## config.mk

```make
export PLATFORM = sky130hd
export DESIGN_NAME = rxflag_regbank
export DESIGN_NICKNAME = d
export VERILOG_FILES = /design/src/rtl/rxflag_pkg.sv /design/src/rtl/rxflag_src_cond.sv /design/src/rtl/rxflag_w1c_bit.sv /design/src/rtl/rxflag_ien_reg.sv /design/src/rtl/rxflag_regbank.sv
export SDC_FILE = /design/constraint.sdc
export NUM_CORES = 1
export LEC_CHECK = 0
export BUFFER_PORTS_ARGS = -buffer_cell sky130_fd_sc_hd__buf_2
export CAP_MARGIN = 40
export CORE_MARGIN = 2
export CORE_UTILIZATION = 45
export CTS_CLUSTER_DIAMETER = 80
export CTS_CLUSTER_SIZE = 30
export DETAILED_ROUTE_END_ITERATION = 12
export PLACE_DENSITY_LB_ADDON = 0.08
export SLEW_MARGIN = 15
export SYNTH_ARGS = -nofsm -noshare
export SYNTH_HDL_FRONTEND = slang
export SYNTH_SLANG_ARGS = --single-unit
```

## constraint.sdc

```tcl
create_clock -name clk -period 1.9 [get_ports clk]
set_input_delay 0.38 -clock clk [delete_from_list [all_inputs] [get_ports clk]]
set_output_delay 0.38 -clock clk [all_outputs]
set_load 0.005 [all_outputs]
```

## src/rtl/rxflag_pkg.sv

```systemverilog
package rxflag_pkg;

   localparam int REG_W    = 8;

   localparam int WAKE_BIT = 7;
   localparam int CHG_BIT  = 6;
   localparam int OVR_BIT  = 1;
   localparam int FULL_BIT = 0;

   localparam int RXST_LSB = 4;
   localparam int TXST_LSB = 2;
   localparam int FIELD_W  = 2;

   localparam logic [REG_W-1:0] FLAG_MASK = 8'b1100_0011;

   typedef logic [REG_W-1:0] reg_word_t;

endpackage

```

## src/rtl/rxflag_src_cond.sv

```systemverilog
module rxflag_src_cond
   import rxflag_pkg::*;
#(
   parameter int ST_W = 2
) (
   input  logic            clk,
   input  logic            rst_n,
   input  logic            wake_pulse_i,
   input  logic            overrun_pulse_i,
   input  logic            rx_full_i,
   input  logic [ST_W-1:0] rx_state_i,
   input  logic [ST_W-1:0] tx_state_i,
   output reg_word_t       src_vec_o,
   output logic [ST_W-1:0] rx_mirror_o,
   output logic [ST_W-1:0] tx_mirror_o
);

   logic [ST_W-1:0] rx_q;
   logic [ST_W-1:0] tx_q;
   logic            state_moved;

   always_ff @(posedge clk or negedge rst_n) begin
      if (!rst_n) begin
         rx_q <= '0;
         tx_q <= '0;
      end else begin
         rx_q <= rx_state_i;
         tx_q <= tx_state_i;
      end
   end

   assign state_moved = (rx_state_i != rx_q) || (tx_state_i != tx_q);

   always_comb begin
      src_vec_o           = '0;
      src_vec_o[WAKE_BIT] = wake_pulse_i;
      src_vec_o[CHG_BIT]  = state_moved;
      src_vec_o[OVR_BIT]  = overrun_pulse_i;
      src_vec_o[FULL_BIT] = rx_full_i;
   end

   assign rx_mirror_o = rx_q;
   assign tx_mirror_o = tx_q;

endmodule

```

## src/rtl/rxflag_w1c_bit.sv

```systemverilog
module rxflag_w1c_bit (
   input  logic clk,
   input  logic rst_n,
   input  logic set_i,
   input  logic clr_i,
   output logic flag_o
);

   logic flag_q;

   always_ff @(posedge clk or negedge rst_n) begin
      if (!rst_n)
         flag_q <= 1'b0;
      else if (set_i)
         flag_q <= 1'b1;
      else if (clr_i)
         flag_q <= 1'b0;
   end

   assign flag_o = flag_q;

endmodule

```

## src/rtl/rxflag_ien_reg.sv

```systemverilog
module rxflag_ien_reg
   import rxflag_pkg::*;
(
   input  logic      clk,
   input  logic      rst_n,
   input  logic      wr_hit_i,
   input  reg_word_t wr_data_i,
   output reg_word_t ien_o
);

   reg_word_t ien_q;

   always_ff @(posedge clk or negedge rst_n) begin
      if (!rst_n)
         ien_q <= '0;
      else if (wr_hit_i)
         ien_q <= wr_data_i & FLAG_MASK;
   end

   assign ien_o = ien_q;

endmodule

```

## src/rtl/rxflag_regbank.sv

```systemverilog
module rxflag_regbank
   import rxflag_pkg::*;
#(
   parameter int          ADDR_W    = 4,
   parameter int unsigned FLAG_ADDR = 4,
   parameter int unsigned IEN_ADDR  = 5,
   parameter int          ST_W      = 2
) (
   input  logic              clk,
   input  logic              rst_n,
   input  logic [ADDR_W-1:0] addr_i,
   input  logic              wr_en_i,
   input  logic [7:0]        wr_data_i,
   output logic [7:0]        rd_data_o,
   input  logic              wake_pulse_i,
   input  logic              overrun_pulse_i,
   input  logic              rx_full_i,
   input  logic [ST_W-1:0]   rx_state_i,
   input  logic [ST_W-1:0]   tx_state_i,
   output logic              irq_o
);

   localparam int unsigned ADDR_SPAN = 1 << ADDR_W;
   localparam logic [ADDR_W-1:0] FLAG_A = FLAG_ADDR[ADDR_W-1:0];
   localparam logic [ADDR_W-1:0] IEN_A  = IEN_ADDR[ADDR_W-1:0];

   if (ST_W != FIELD_W) begin : g_bad_st_w
      $error("ST_W must equal the 2-bit status field width");
   end
   if (FLAG_ADDR >= ADDR_SPAN || IEN_ADDR >= ADDR_SPAN) begin : g_bad_addr
      $error("register address outside the address space");
   end
   if (FLAG_ADDR == IEN_ADDR) begin : g_addr_clash
      $error("flag and enable registers need distinct addresses");
   end

   logic            flag_wr_hit;
   logic            ien_wr_hit;
   reg_word_t       src_vec;
   reg_word_t       clr_vec;
   reg_word_t       flag_q;
   reg_word_t       ien_q;
   logic [ST_W-1:0] mirror_rx;
   logic [ST_W-1:0] mirror_tx;

   assign flag_wr_hit = wr_en_i && (addr_i == FLAG_A);
   assign ien_wr_hit  = wr_en_i && (addr_i == IEN_A);
   assign clr_vec     = flag_wr_hit ? wr_data_i : '0;

   rxflag_src_cond #(.ST_W(ST_W)) u_src (
      .clk             (clk),
      .rst_n           (rst_n),
      .wake_pulse_i    (wake_pulse_i),
      .overrun_pulse_i (overrun_pulse_i),
      .rx_full_i       (rx_full_i),
      .rx_state_i      (rx_state_i),
      .tx_state_i      (tx_state_i),
      .src_vec_o       (src_vec),
      .rx_mirror_o     (mirror_rx),
      .tx_mirror_o     (mirror_tx)
   );

   for (genvar gi = 0; gi < REG_W; gi++) begin : g_bit
      if (FLAG_MASK[gi]) begin : g_flag
         rxflag_w1c_bit u_cell (
            .clk    (clk),
            .rst_n  (rst_n),
            .set_i  (src_vec[gi]),
            .clr_i  (clr_vec[gi]),
            .flag_o (flag_q[gi])
         );
      end else begin : g_field
         assign flag_q[gi] = 1'b0;
      end
   end

   rxflag_ien_reg u_ien (
      .clk       (clk),
      .rst_n     (rst_n),
      .wr_hit_i  (ien_wr_hit),
      .wr_data_i (wr_data_i),
      .ien_o     (ien_q)
   );

   always_comb begin
      rd_data_o = '0;
      if (addr_i == FLAG_A) begin
         rd_data_o                      = flag_q;
         rd_data_o[RXST_LSB +: FIELD_W] = mirror_rx;
         rd_data_o[TXST_LSB +: FIELD_W] = mirror_tx;
      end else if (addr_i == IEN_A) begin
         rd_data_o = ien_q;
      end
   end

   assign irq_o = |(flag_q & ien_q);

endmodule

```

==> results of run 1 <==
## area by class of cell
type                       instances  area (um^2)  share of cell area
multi-input combinational         40          290               0.362
timing repair buffer              29          155               0.194
sequential                        12          300               0.375
tap                               15         18.8              0.0234
clock buffer                       4         36.3              0.0453
## sequential cells by signal (all words and copies together), names as in the netlist
register / flops
u_ien.ien_o: 4
g_bit.g_flag.u_cell.flag_o: 4
u_src.tx_mirror_o: 2
u_src.rx_mirror_o: 2
## worst reg2reg max path, stage by stage, from the launching register on
cell and delay (ns):
dfrtp_1 0.40, xor2_1 0.17, nor4_1 0.27, nand2_1 0.08
## through the flow
step            util  hold WS, ns
3_5_place_dp   0.587        0.272
4_1_cts        0.623        0.236
3_3_place_gp   0.587        0.268
2_1_floorplan      -       0.0844
6_report       0.623        0.242
5_1_grt        0.623        0.235
## routing by layer
metal | vias to the layer above | part of all wire | wire length, um | track usage
met3 | 2 | 0.068 | 84 | 0.0326
met4 | 0 | 0.0073 | 9 | 0.100
met5 | - | 0 | 0 | 0
li1 | 246 | - | - | -
met1 | 227 | 0.43 | 528 | 0.223
met2 | 19 | 0.50 | 610 | 0.320
## cell usage in the layout (no fill, tap or decap), types with 2 or more instances in the layout
master / n
nor2_1: 5
buf_2: 26
xor2_1: 4
and2_1: 4
dfrtp_1: 12
a22oi_1: 2
nand2_1: 7
o31ai_1: 4
mux2_4: 4
nand2b_1: 3
mux2i_1: 4
buf_4: 2
clkbuf_4: 3
## logic make-up (layout without fill, tap and decap cells)
kind of cell	count (synthesis)	after routing	synth area share
simple gates	22	22	0.179
buf+inv	3	33	0.0426
mux	8	8	0.162
compound gates	6	6	0.0730
xor+xnor	4	4	0.0568
flops	12	12	0.487
## report_power, final
part	switching, mW	total (mW)	leakage, nW	internal (mW)
Clock	0.0841	0.200	0.0210	0.116
Combinational	0.0447	0.114	0.261	0.0693
Sequential	0.0207	0.301	0.131	0.280
Total	0.149	0.615	0.413	0.466
## final timing paths
path | from | end | slack [ns] | depth (start not counted)
max | addr_i[1] | rd_data_o[3] | 0.14 | 5
min | tx_state_i[1] | u_src.tx_mirror_o[1] | 0.24 | 1
max reg2reg | u_src.rx_mirror_o[1] | g_bit[6].g_flag.u_cell.flag_o | 0.87 | 3
min reg2reg | g_bit[1].g_flag.u_cell.flag_o | g_bit[1].g_flag.u_cell.flag_o | 0.55 | 2
max in group asynchronous | rst_n | u_ien.ien_o[0] | 1.18 | 2
min in group asynchronous | rst_n | u_ien.ien_o[7] | 0.51 | 2
==> results by group, run 1 <==
Logic synthesis
  • Synth Area per Inst: 11.2 um^2
  • Syn Inst Count: 55
  • Sequential share of the synthesized area: 0.487
  • Yosys reg bits: 12
  • Post-Syn Area: 617 um^2
  • Yosys top cell by area: dfrtp_1
  • Top-count cell post-synth: dfrtp_1
  • Synth top area share: 0.487
  • Yosys warning total: 0
  • Commonest cells post-synth: dfrtp_1 (12), nand2_1 (7), nor2_1 (5)
  • Distinct cell type count after synthesis: 15
  • Top_reg_cell synth: dfrtp_1
  • Asr flop ratio synth: 1.00
  • Area contributors post-synth: dfrtp_1 (49%), mux2_4 (9.7%), mux2i_1 (6.5%)
  • Syn nets: 77
  • Post-synth EDFFs: 0

Detailed routing
  • Drt via density: 4.94
  • Initial DRC Count: 10
  • DRC viols: 0
  • Routed Antenna Nets: 0
  • Routed len/inst: 12.3 um
  • Drt pass-1 iters: 4
  • DR vias: 494
  • DRT Wirelength: 1230 um

Setup path
  • Crit path cell chain: buf_2 -> or3b_1 -> nor2_1 -> and2_1 -> buf_2
  • Required time of the critical path: 1.52 ns
  • Cell mode on critical path: buf_2
  • CP Launch Type: input pin
  • Top delay family on crit path: simple AND/OR/NAND/NOR gates
  • Peak per-stage delay on the critical path: 0.44 ns
  • Worst path arrival time: 1.38 ns
  • CP Capture Type: output port
  • Critical path peak fanout: 4
  • CP max stage cell: or3b_1
  • Worst Path Class, Setup: input pin to output port
  • Buf+Inv Stages, Crit Path: 2

Floorplanning
  • Rows: 13
  • Die Area: 0.00168 mm^2
  • Initial Utilization: 0.480
  • I/O Pins: 31
  • Die Y: 41.0 um
  • Core area: 0.00128 mm^2
  • Die Wd: 41.0 um

CTS
  • Post-CTS setup buffer count: 0
  • Clock slew at reported path FFs: 0.07 ns
  • Post-CTS Resized: 0
  • # hold bufs at CTS: 1
  • Clk sink count: 12
  • CTS tree: done
  • Total CTS buffers: 3
  • Root buffer cell: clkbuf_4
  • Skew-Pair Late Insertion Delay: 0.27 ns
  • Max clock buf depth: 2
  • H-tree levels: 1

Hold path
  • Worst Hold Class: input pin to register

Power
  • Leak: 0.413 nW
  • Peak supply drop: 0.353 mV
  • Pwr Density: 768 mW/mm^2
  • Final Power: 0.615 mW

STA
  • Fin crit period: 1.76 ns
  • Final Max Slew Viols: 0
  • Rel. slew slack: 0.822
  • Final hold vios: 0
  • Setup ws final: 0.144 ns
  • Clk_skew: 0.00390 ns
  • Period utilization: 0.924
  • Final setup fails: 0
  • Slew @ Worst Pin: 0.266 ns
  • Max frequency: 0.570 GHz
  • Post-Route Setup TNS: 0 ns
  • RSZ-0062 raised after global routing: false

Global route
  • Global-route wire length before repair: 2030 um
  • Initial antenna violation count: 0
  • Vias in the first global route: 476
  • Largest net degree at the start of global routing: 13
  • GRT Resource Usage Total: 0.189
  • Total grt overflow: 0

Final layout
  • Share of layout cells above drive strength 1: 0.424
  • Area Overhead vs Synth: 29.8%
  • Antenna diode count: 0
  • Finished Cell Area: 801 um^2
  • Non-filler cells, final: 100
  • # fillers: 111
  • Nets@finish: 108

Run status
  • Result of the run: completed

Run
  • MaxCap Viol Count: 0

Place
  • # port buffers: 26
  • Global placement routability congestion: 0.659
  • Place WS: 0.126 ns
  • Hpwl dp: 997 um
  • Placed cell areas: 754 um^2
  • Placed Instances: 95
No activity file was read; power rests on OpenSTA's default activity.
==> inputs of run 2 (changes only) <==
--- a/config.mk
+++ b/config.mk
@@ -8,7 +8,7 @@
 export BUFFER_PORTS_ARGS = -buffer_cell sky130_fd_sc_hd__buf_2
 export CAP_MARGIN = 40
 export CORE_MARGIN = 2
-export CORE_UTILIZATION = 45
+export CORE_UTILIZATION = 43
 export CTS_CLUSTER_DIAMETER = 80
 export CTS_CLUSTER_SIZE = 30
 export DETAILED_ROUTE_END_ITERATION = 12
==> constraint.sdc (replaced) <==
create_clock -name clk -period 1.7 [get_ports clk]
set_input_delay 0.34 -clock clk [delete_from_list [all_inputs] [get_ports clk]]
set_output_delay 0.34 -clock clk [all_outputs]
set_load 0.005 [all_outputs]
==> run 2 against run 1 <==
  * Core utilization decreased by 1.3 points
  * Critical path depth unchanged
  * Register-to-register slack lost 0.21 ns
  * First-iteration DRC count is 10% lower
  * Sequential share of layout area shrank 0.12 points
  * Clock skew up 0.0046 ns
  * Critical path type unchanged
  * Critical endpoint is now rd_data_o[6]
  * Largest cell class unchanged
  * Largest power group unchanged
  * Highest routed layer is now met3
==> results by group, run 2 (synthesized netlist as in run 1, its figures left out) <==
Power
  • P_sw: 0.161 mW
  • Sequential Power Share: 0.491
  • Pwr Density: 849 mW/mm^2
  • Comb power frac: 0.186
  • Internal power: 0.521 mW
  • Final Power: 0.682 mW
  • Peak supply drop: 0.696 mV
  • Clk network pwr share: 0.323
  • Switching Share: 0.237
  • Leak: 0.413 nW

STA
  • Final Max Slew Viols: 0
  • RSZ-0062 raised after global routing: false
  • Clk_skew: 0.00852 ns
  • Fin crit period: 1.62 ns
  • Final setup fails: 0
  • Post-Route Setup TNS: 0 ns
  • Rel. slew slack: 0.818
  • Setup ws final: 0.0753 ns
  • Slew @ Worst Pin: 0.271 ns
  • Max frequency: 0.615 GHz
  • Final hold vios: 0
  • Period utilization: 0.956

Setup path
  • Required time of the critical path: 1.36 ns
  • Worst Path Class, Setup: input pin to output port
  • CP Launch Type: input pin
  • Cell mode on critical path: buf_2
  • Critical path peak fanout: 6
  • CP max stage cell: or3b_1
  • CP Capture Type: output port
  • Peak per-stage delay on the critical path: 0.45 ns
  • Worst r2r path cells: 3
  • Worst path arrival time: 1.28 ns
  • Crit path cell chain: buf_2 -> or3b_1 -> buf_4 -> nor2_1 -> buf_2

Global route
  • GRT Resource Usage Total: 0.153
  • Largest net degree at the start of global routing: 13
  • Vias in the first global route: 476
  • Initial antenna violation count: 0
  • Total grt overflow: 0
  • Global-route wire length before repair: 2060 um

Hold path
  • Worst Hold Class: input pin to register
  • WHS Path Cells: 1

Place
  • # port buffers: 26
  • Placed Instances: 95
  • Global placement routability congestion: 0.720
  • Place WS: 0.00910 ns
  • Hpwl dp: 936 um

Final layout
  • Non-filler cells, final: 100
  • Commonest non-fill, non-tap cell in the layout: buf_2
  • Most frequent cells in the layout: buf_2 (26), dfrtp_1 (12), nand2_1 (7)
  • Share of layout cells above drive strength 1: 0.435
  • Antenna diode count: 0
  • Area Overhead vs Synth: 30.2%
  • Nets@finish: 108

Detailed routing
  • Initial DRC Count: 9
  • DRC viols: 0
  • Routed len/inst: 11.8 um
  • Drt via density: 4.73
  • Drt pass-1 iters: 3
  • DRT Wirelength: 1180 um
  • Routed Antenna Nets: 0
  • DR vias: 473

Floorplanning
  • I/O Pins: 31
  • Rows: 13
  • Die Y: 41.9 um
  • Die Area: 0.00175 mm^2
  • Core area: 0.00132 mm^2
  • Initial Utilization: 0.468
  • Die Wd: 41.9 um

CTS
  • Skew-Pair Late Insertion Delay: 0.27 ns
  • Total CTS buffers: 3
  • Clk sink count: 12
  • Clock slew at reported path FFs: 0.08 ns
  • Root buffer cell: clkbuf_4
  • Post-CTS setup buffer count: 0
  • Max clock buf depth: 2
  • H-tree levels: 1
  • CTS tree: done

Run status
  • Result of the run: completed

Run
  • MaxCap Viol Count: 0
## run 2: changes by cell type in the layout (fill, tap and decap cells not counted)
cell / previous run / this run
nor2_2: 0 / 1
nor2_1: 5 / 4
## run 2: per-layer routing
layer / part of all wire / vias to the layer above / GRT usage
met1: 0.47 / 208 / 0.224
met3: 0.075 / 0 / 0.0435
met5: 0 / - / 0
met2: 0.46 / 20 / 0.213
met4: 0 / 0 / 0.0581
li1: - / 245 / -
## run 2: path summary, 6_finish.rpt
check	startpoint	end	slack (ns)
hold / removal	rx_state_i[0]	u_src.rx_mirror_o[0]	0.20
max in group asynchronous	rst_n	g_bit[0].g_flag.u_cell.flag_o	1.01
setup / recovery	addr_i[1]	rd_data_o[6]	0.08
min in group asynchronous	rst_n	u_ien.ien_o[6]	0.46
hold reg to reg	g_bit[1].g_flag.u_cell.flag_o	g_bit[1].g_flag.u_cell.flag_o	0.53
setup reg to reg	u_src.tx_mirror_o[1]	g_bit[6].g_flag.u_cell.flag_o	0.66
## run 2: repair_timing
action / CTS / global route
hold buffers: 1 / 0
resized for setup: 0 / 1
hold endpoints to repair: 12 / 0
endpoints found under the setup margin: 0 / 4
## run 2: metrics by stage
stage	hold slack (ns)	area, um^2	utilization
3_3_place_gp	0.230	754	0.573
6_report	0.200	803	0.610
2_1_floorplan	0.0444	617	-
5_1_grt	0.189	803	0.610
4_1_cts	0.194	801	0.608
3_5_place_dp	0.230	754	0.573
## run 2: worst max-delay path, delay by kind of cell
kind / cells / cell delay [ns]
simple gates: 2 / 0.55
buf+inv: 3 / 0.40
## run 2: final cells by class
type	instances	area, um^2
timing repair buffer	29	155
sequential	12	300
fill	112	514
multi-input combinational	40	293
clock buffer	4	36.3
tap	15	18.8
## run 2: power by group through the flow
| stage | sequential [mW] | combinational (mW) | clock [mW] |
|---|---|---|---|
| 4_1_cts | 0.335 | 0.129 | 0.227 |
| 6_report | 0.335 | 0.127 | 0.220 |
| 5_1_grt | 0.339 | 0.140 | 0.246 |
| 3_5_place_dp | 0.340 | 0.127 | 0 |
| 2_1_floorplan | 0.335 | 0.0795 | 0 |
| 3_3_place_gp | 0.340 | 0.124 | 0 |
==> inputs of run 3 (changes only) <==
--- a/config.mk
+++ b/config.mk
@@ -8,7 +8,7 @@
 export BUFFER_PORTS_ARGS = -buffer_cell sky130_fd_sc_hd__buf_2
 export CAP_MARGIN = 40
 export CORE_MARGIN = 2
-export CORE_UTILIZATION = 43
+export CORE_UTILIZATION = 45
 export CTS_CLUSTER_DIAMETER = 80
 export CTS_CLUSTER_SIZE = 30
 export DETAILED_ROUTE_END_ITERATION = 12
@@ -16,4 +16,5 @@
 export SLEW_MARGIN = 15
 export SYNTH_ARGS = -nofsm -noshare
 export SYNTH_HDL_FRONTEND = slang
+export SYNTH_HIERARCHICAL = 1
 export SYNTH_SLANG_ARGS = --single-unit
==> run 3 against run 2 <==
  * Global-route usage is 0.64 points higher
  * Wire length is 7.0% higher
  * Sequential share of layout area is 0.74 points lower
  * Total power is 8.7% lower
  * Maximum frequency is 3.5% higher
  * Register-to-register slack better by 0.11 ns
  * Critical path depth is 1 lower
  * First-iteration DRC count stayed put
  * Die area is 6.8% higher
  * Largest power group unchanged
==> results by group, run 3 <==
STA
  • RSZ-0062 raised after global routing: false
  • Period utilization: 0.923
  • Fin crit period: 1.57 ns
  • Post-Route Setup TNS: 0 ns
  • Final setup fails: 0
  • Clk_skew: 0.00142 ns
  • Max frequency: 0.637 GHz
  • Final hold vios: 0
  • Final Max Slew Viols: 0

Hold path
  • WHS Path Cells: 1
  • Worst hold start: rx_state_i[0]
  • Worst Hold Class: input pin to register

Power
  • Pwr Density: 760 mW/mm^2
  • Final Power: 0.623 mW
  • Leak: 0.419 nW
  • Peak supply drop: 0.442 mV

CTS
  • Skew-Pair Late Insertion Delay: 0.26 ns
  • Max clock buf depth: 2
  • Clk sink count: 12
  • Clock slew at reported path FFs: 0.07 ns
  • Total CTS buffers: 3
  • H-tree levels: 1
  • CTS tree: done
  • Post-CTS setup buffer count: 0
  • Root buffer cell: clkbuf_4

Final layout
  • Share of layout cells above drive strength 1: 0.374
  • Area Overhead vs Synth: 18.0%
  • # fillers: 161
  • FF/Latch Area: 300 um^2
  • Antenna diode count: 0
  • Nets@finish: 115
  • Commonest non-fill, non-tap cell in the layout: buf_2
  • Most frequent cells in the layout: buf_2 (26), dfrtp_1 (12), mux2i_1 (8), nor2_1 (8), and3_1 (5)
  • Area of the multi-input gates: 314 um^2

Setup path
  • Peak per-stage delay on the critical path: 0.52 ns
  • Buf+Inv Stages, Crit Path: 2
  • CP max stage cell: or3b_1
  • CP Launch Type: input pin
  • Worst Path Class, Setup: input pin to output port
  • Critical path peak fanout: 8
  • Worst r2r path cells: 3
  • Critical path depth: 4
  • Crit path cell chain: buf_2 -> or3b_1 -> nor2_1 -> buf_2
  • Required time of the critical path: 1.36 ns
  • CP Capture Type: output port
  • Crit Reg-Reg Startpoint: u_src/tx_mirror_o[0]
  • Top delay family on crit path: simple AND/OR/NAND/NOR gates
  • Worst path arrival time: 1.23 ns
  • Cell mode on critical path: buf_2
  • CP startpoint: addr_i[3]

Floorplanning
  • I/O Pins: 31
  • Die Area: 0.00187 mm^2
  • Die Wd: 43.3 um
  • Rows: 14
  • Initial Utilization: 0.472
  • Core area: 0.00147 mm^2
  • Die Y: 43.3 um

Global route
  • Initial antenna violation count: 0
  • GRT Resource Usage Total: 0.160
  • Global-route wire length before repair: 2110 um
  • Total grt overflow: 0
  • Vias in the first global route: 502
  • Largest net degree at the start of global routing: 13

Place
  • # port buffers: 26
  • Hpwl dp: 992 um
  • Global placement routability congestion: 0.705

Detailed routing
  • Initial DRC Count: 9
  • DRT Wirelength: 1260 um
  • Drt pass-1 iters: 4
  • Routed len/inst: 11.8 um
  • DRC viols: 0
  • Drt via density: 4.96
  • Routed Antenna Nets: 0
  • DR vias: 531

Run
  • MaxCap Viol Count: 0

Logic synthesis
  • Synth Area per Inst: 10.4 um^2
  • Syn Inst Count: 67
  • Yosys warning total: 6
  • Post-Syn Area: 694 um^2

Run status
  • Result of the run: completed
[run 3: final cells by class]
class / count / share of cell area
multi-input combinational: 44 / 0.383
sequential: 12 / 0.366
timing repair buffer: 28 / 0.180
clock buffer: 3 / 0.0275
tap: 16 / 0.0244
inverter: 4 / 0.0183
[run 3: layer usage]
metal  part of all wire  global-route usage  vias up  wire length [um]
met5                  0                   0        -                 0
met4              0.014               0.109        0                18
met3              0.082              0.0468        2               103
met2               0.46               0.248       21               579
met1               0.44               0.188      244               562
li1                   -                   -      264                 -
[run 3: repair_timing]
action                                 4_1_cts  5_1_grt
hold buffers                                 1        0
resized for setup                            0        0
endpoints found under the hold margin       12        0
[run 3: stage by stage]
| stage | worst slack, ns | instance area, um^2 | util | hold WS [ns] | cells |
|---|---|---|---|---|---|
| 5_1_grt | 0.0477 | 820 | 0.557 | 0.189 | 107 |
| 2_1_floorplan | 0.344 | 706 | - | 0.0444 | 70 |
| 3_5_place_dp | 0.114 | 787 | 0.535 | 0.233 | 103 |
| 3_3_place_gp | 0.108 | 787 | 0.535 | 0.233 | 103 |
| 4_1_cts | 0.109 | 820 | 0.557 | 0.194 | 107 |
| 6_report | 0.130 | 820 | 0.557 | 0.200 | 107 |
[run 3: worst register-to-register path, cell delays in order (launching register included)]
cell and delay (ns):
dfrtp_1 0.39, xnor2_1 0.18, nand4_1 0.11, a21o_1 0.16
[run 3: path summary, 6_finish.rpt]
kind / to / slack (ns)
worst max register to register: g_bit[6].g_flag.u_cell/flag_o / 0.77
worst min-delay path: u_src/rx_mirror_o[0] / 0.20
min in group asynchronous: g_bit[7].g_flag.u_cell/flag_o / 0.48
worst max-delay path: rd_data_o[6] / 0.13
worst min register to register: g_bit[1].g_flag.u_cell/flag_o / 0.52
max in group asynchronous: u_src/tx_mirror_o[1] / 1.01
[run 3: report_power, final]
part	total [mW]	internal, mW	switching (mW)
Clock	0.167	0.0818	0.0856
Combinational	0.122	0.0708	0.0514
Sequential	0.334	0.314	0.0201
